$ cat src/rtl/dualbank_regfile_pkg.sv
package dualbank_regfile_pkg;

    localparam int NUM_BANKS    = 2;
    localparam int NUM_RD_PORTS = 2;

    typedef enum logic {
        BANK_MAIN = 1'b0,
        BANK_ALT  = 1'b1
    } bank_sel_e;

endpackage

$ cat src/rtl/rf_bank_select.sv
module rf_bank_select
    import dualbank_regfile_pkg::*;
(
    input  logic      clk,
    input  logic      srst,
    input  logic      swap,
    output bank_sel_e bank
);

    typedef struct packed {
        bank_sel_e bank;
    } sel_state_t;

    sel_state_t state_d, state_q;

    always_comb begin
        state_d = state_q;
        if (srst) begin
            state_d.bank = BANK_MAIN;
        end else if (swap) begin
            state_d.bank = (state_q.bank == BANK_MAIN) ? BANK_ALT : BANK_MAIN;
        end
    end

    always_ff @(posedge clk) begin
        state_q <= state_d;
    end

    assign bank = state_q.bank;

endmodule

$ cat src/rtl/rf_bank_array.sv
module rf_bank_array #(
    parameter  int DATA_W    = 16,
    parameter  int REG_COUNT = 16,
    parameter  int RD_PORTS  = 2,
    localparam int ADDR_W    = $clog2(REG_COUNT)
) (
    input  logic                              clk,
    input  logic                              clr,
    input  logic                              we,
    input  logic [ADDR_W-1:0]                 waddr,
    input  logic [DATA_W-1:0]                 wdata,
    input  logic [RD_PORTS-1:0][ADDR_W-1:0]   raddr,
    output logic [RD_PORTS-1:0][DATA_W-1:0]   rdata
);

    typedef struct packed {
        logic [REG_COUNT-1:0][DATA_W-1:0] regs;
    } bank_state_t;

    bank_state_t state_d, state_q;

    always_comb begin
        state_d = state_q;
        if (clr) begin
            state_d.regs = '0;
        end else if (we) begin
            state_d.regs[waddr] = wdata;
        end
    end

    always_ff @(posedge clk) begin
        state_q <= state_d;
    end

    for (genvar p = 0; p < RD_PORTS; p++) begin : g_rd
        assign rdata[p] = state_q.regs[raddr[p]];
    end

endmodule

$ cat src/rtl/rf_read_mux.sv
module rf_read_mux
    import dualbank_regfile_pkg::*;
#(
    parameter int DATA_W = 16
) (
    input  bank_sel_e            sel,
    input  logic [DATA_W-1:0]    main_data,
    input  logic [DATA_W-1:0]    alt_data,
    output logic [DATA_W-1:0]    data
);

    always_comb begin
        data = (sel == BANK_ALT) ? alt_data : main_data;
    end

endmodule

$ cat src/rtl/dualbank_regfile.sv
module dualbank_regfile
    import dualbank_regfile_pkg::*;
#(
    parameter  int DATA_W    = 16,
    parameter  int REG_COUNT = 16,
    localparam int ADDR_W    = $clog2(REG_COUNT)
) (
    input  logic              clk,
    input  logic              srst,
    input  logic [ADDR_W-1:0] rd_addr_a,
    output logic [DATA_W-1:0] rd_data_a,
    input  logic [ADDR_W-1:0] rd_addr_b,
    output logic [DATA_W-1:0] rd_data_b,
    input  logic              wr_en,
    input  logic [ADDR_W-1:0] wr_addr,
    input  logic [DATA_W-1:0] wr_data,
    input  logic              swap_bank,
    output logic              alt_active
);

    bank_sel_e                                        cur_bank;
    logic [NUM_RD_PORTS-1:0][ADDR_W-1:0]              rd_addr;
    logic [NUM_RD_PORTS-1:0][DATA_W-1:0]              rd_data;
    logic [NUM_BANKS-1:0][NUM_RD_PORTS-1:0][DATA_W-1:0] bank_rdata;

    assign rd_addr[0] = rd_addr_a;
    assign rd_addr[1] = rd_addr_b;

    rf_bank_select u_sel (
        .clk  (clk),
        .srst (srst),
        .swap (swap_bank),
        .bank (cur_bank)
    );

    // Write steering uses the selection held before the edge, so a write
    // issued together with a swap lands in the outgoing bank.
    for (genvar b = 0; b < NUM_BANKS; b++) begin : g_bank
        logic bank_we;
        assign bank_we = wr_en && (cur_bank == bank_sel_e'(b));

        rf_bank_array #(
            .DATA_W    (DATA_W),
            .REG_COUNT (REG_COUNT),
            .RD_PORTS  (NUM_RD_PORTS)
        ) u_bank (
            .clk   (clk),
            .clr   (srst),
            .we    (bank_we),
            .waddr (wr_addr),
            .wdata (wr_data),
            .raddr (rd_addr),
            .rdata (bank_rdata[b])
        );
    end

    for (genvar p = 0; p < NUM_RD_PORTS; p++) begin : g_port
        rf_read_mux #(
            .DATA_W (DATA_W)
        ) u_mux (
            .sel       (cur_bank),
            .main_data (bank_rdata[0][p]),
            .alt_data  (bank_rdata[1][p]),
            .data      (rd_data[p])
        );
    end

    assign rd_data_a  = rd_data[0];
    assign rd_data_b  = rd_data[1];
    assign alt_active = (cur_bank == BANK_ALT);

endmodule

$ cat config.mk
export PLATFORM = sky130hd
export DESIGN_NAME = dualbank_regfile
export DESIGN_NICKNAME = d
export VERILOG_FILES = /design/src/rtl/dualbank_regfile_pkg.sv /design/src/rtl/rf_bank_select.sv /design/src/rtl/rf_bank_array.sv /design/src/rtl/rf_read_mux.sv /design/src/rtl/dualbank_regfile.sv
export SDC_FILE = /design/constraint.sdc
export NUM_CORES = 1
export LEC_CHECK = 0
export BUFFER_PORTS_ARGS = -buffer_cell sky130_fd_sc_hd__buf_4
export CORE_UTILIZATION = 57
export CTS_CLUSTER_DIAMETER = 200
export DETAILED_ROUTE_END_ITERATION = 8
export PLACE_DENSITY_LB_ADDON = 0.1
export SYNTH_ARGS = -nofsm -noshare
export SYNTH_HDL_FRONTEND = slang
export SYNTH_SLANG_ARGS = --single-unit
$ cat constraint.sdc
create_clock -name clk -period 2 [get_ports clk]
set_clock_uncertainty 0.2 [all_clocks]
set_input_delay 0.4 -clock clk [delete_from_list [all_inputs] [get_ports clk]]
set_output_delay 0.4 -clock clk [all_outputs]
set_load 0.01 [all_outputs]
==> reports/qor.txt <==
Gr usage total - 43.0%
Min-Delay Endpoint - g_bank[0].u_bank.state_q[38]
VDD IR max - 0.817 mV
Number of enable flip-flop cells after synthesis - 0
Biggest area consumer among synthesized cells - dfxtp_1
Nets - 3,599
R2r setup slk - -400 ps
Worst slack, placed - -910 ps
Asr flop ratio synth - 0%
Worst setup margin - -773 ps
WS Path Type - flop to primary output
Reg2Reg Depth - 12
Max Fanout on Critical Path - 8
Average cell area after synthesis - 7.88 um2
Drt via density - 6.51
Most common cell in the netlist - nand2_1
Hold depth - 3
R2r endpoint - g_bank[0].u_bank.state_q[60]
Pin count of the biggest net entering global routing - 88
CTS tree - done
Violated checks - negative setup slack
CTS Root Cell - clkbuf_16
I/O Pins - 65
First-pass GRT wire length - 157,000 um
Min-Delay Path Class - primary input to flop
GP Congestion - 0.941
Post-synth top flop - dfxtp_1
Post-Layout Cell Count - 4,220
Post-synthesis cell count - 3,404
FF-to-FF Start - u_sel.bank
Layout area overhead - 30.7%
Worst-Skew Late Latency - 630 ps
Status - finished with violations
Reg clk slew, reported paths - 60 ps
Iteration-0 DRC Markers - 3,503
GR Overflow Total - 0
Final Critical Period - 2770 ps
Drt total wl - 108,000 um
CTS max path bufs - 3
Remaining antenna violation count after routing - 0
Slew margin rel. - 58.3%
Fmax - 0.361 GHz
Vias in the first global route - 26,000
Avg WL per Cell - 25.5 um
CP startpoint kind - flop
Residual DRC - 0
CTS HTree Levels - 2
Placed wire-length estimate - 67,900 um
Final slew viol count - 0
Ranking of synthesized cells by area - dfxtp_1 38%, mux2i_1 21%, nand2_1 14%, a21oi_1 9.9%, a22oi_1 3.6%
Crit. End Element - primary output
Synth cell count leaders - 1,018 x nand2_1, 560 x mux2i_1, 528 x a21oi_1
CTS buffer count - 56
Worst-margin pin slew - 626 ps
Layout fillers - 3,360
Total negative slack - -100,370 ps
Endpoints failing setup - 478
RSZ-0062 raised after global routing - true
Seq/Total Area, Yosys - 38.3%
Vias - 27,500
Initial antenna violation count - 0
Arr. time, crit path - 2170 ps
Share of layout cells above drive strength 1 - 22.3%
Number of max-cap violations - 0
PD cells - 724 nW/um2
Final core utilization - 75.4%
Mapped Area - 26,800 um2
Min-delay src - wr_data[6]
Data required, critical path - 1400 ps
Count of input and output buffers - 64
FF/Latch Area - 10,300 um2
Die Area - 47,900 um2
Die Span Y - 219 um
Synth warn - 0
Period Utilization, post-route - 139%
CORE AREA - 46,500 um2
Hold Fails Final Rpt - 0
Initial core utilization - 57.7%
Synthesized net count - 3,436
Yosys cell types - 32
Area of the multi-input gates - 17,000 um2
Placed insts - 4,085
# rows - 79
Synth top area share - 38.3%
Sink Count - 513
Die width - 219 um
Leakage - 13.1 nW
Drt pass-1 iters - 6
Flops & latches, synth - 513
[worst max path at each step]
stage | from | slack [ps] | endpoint | cells past startpoint
final | u_sel.bank | -770 | rd_data_a[7] | 8
after global routing | u_sel.bank | -800 | rd_data_b[8] | 8
after CTS | u_sel.bank | -760 | rd_data_a[6] | 7
after detailed placement | rd_addr_b[2] | -910 | rd_data_b[14] | 7
after global placement | rd_addr_b[2] | -920 | rd_data_b[14] | 7
after floorplan | rd_addr_a[1] | -40 | rd_data_a[15] | 8
[where the power goes]
part	switching (mW)	internal, mW	leakage (nW)
Combinational	2.41	1.64	8.03
Sequential	0.0727	10.3	4.14
Clock	4.41	6.51	0.939
[placed cells by master, fill, tap and decap left out, types with 12 or more instances in the layout]
cell type,count
buf_12,110
a22o_1,64
nand2_2,50
nand3_2,37
a22oi_1,126
a21oi_1,432
clkbuf_16,63
mux2i_1,558
nor3_4,30
nor2_4,17
nand3_1,27
dfxtp_1,507
clkbuf_8,14
a21oi_4,12
nand2_1,963
nand4_1,32
a31oi_4,19
buf_4,201
clkbuf_1,15
a21oi_2,84
buf_8,15
nor2_1,56
buf_6,65
[cell families (layout without fill, tap and decap cells)]
group | count (synthesis) | count (layout) | synth area share [%]
compound gates | 752 | 752 | 16.3
xor+xnor | 1 | 1 | 0.0327
buf+inv | 303 | 511 | 4.94
flops | 513 | 513 | 38.3
mux | 560 | 560 | 20.9
other cells | 0 | 1 | 0
simple gates | 1275 | 1275 | 19.5
[state kept, by name, summed over array words and instances, names as in the netlist]
name,flops
g_bank.u_bank.state_q,512
u_sel.bank,1
[through the flow]
stage / area [um2] / hold slack [ps] / total power [mW]
finish: 35000 / 27.3 / 25.4
detailed placement: 30600 / 261 / 13.9
global route: 35000 / 55.0 / 25.9
floorplan: 27400 / 248 / 12.4
CTS: 34200 / 2.17 / 25.1
global placement: 30600 / 251 / 13.8
[worst max-delay path, cell delays in order (launching register included)]
cell,delay (ps)
dfxtp_4,400
buf_6,130
nand2b_4,160
buf_12,150
a21oi_4,50
a31oi_4,270
buf_6,160
nand3_2,80
buf_6,130
[timing repair]
| action | 4_1_cts | 5_1_grt |
|---|---|---|
| pin swaps | 86 | 56 |
| endpoints found under the setup margin | 544 | 492 |
| resized for setup | 277 | 173 |
| buffers inserted | 21 | 10 |
| gates cloned | 10 | 6 |
| hold buffers | 4 | 0 |
| hold endpoints to repair | 33 | 0 |
[layer usage]
| layer | wire [um] | global-route usage (%) | vias to the layer above |
|---|---|---|---|
| met5 | 0 | 0 | - |
| met4 | 5600 | 21.0 | 0 |
| met3 | 12500 | 9.49 | 380 |
| met2 | 47300 | 66.8 | 1763 |
| met1 | 42200 | 56.3 | 13200 |
| li1 | - | - | 12100 |
[final cells by class]
cell class / instances / area share [%]
multi-input combinational: 2588 / 48.5
tap: 607 / 2.17
sequential: 513 / 29.3
clock buffer: 86 / 4.78
antenna: 1 / 0.00714
timing repair buffer: 408 / 14.4
clock inverter: 17 / 0.714
No activity file was read; power rests on OpenSTA's default activity.
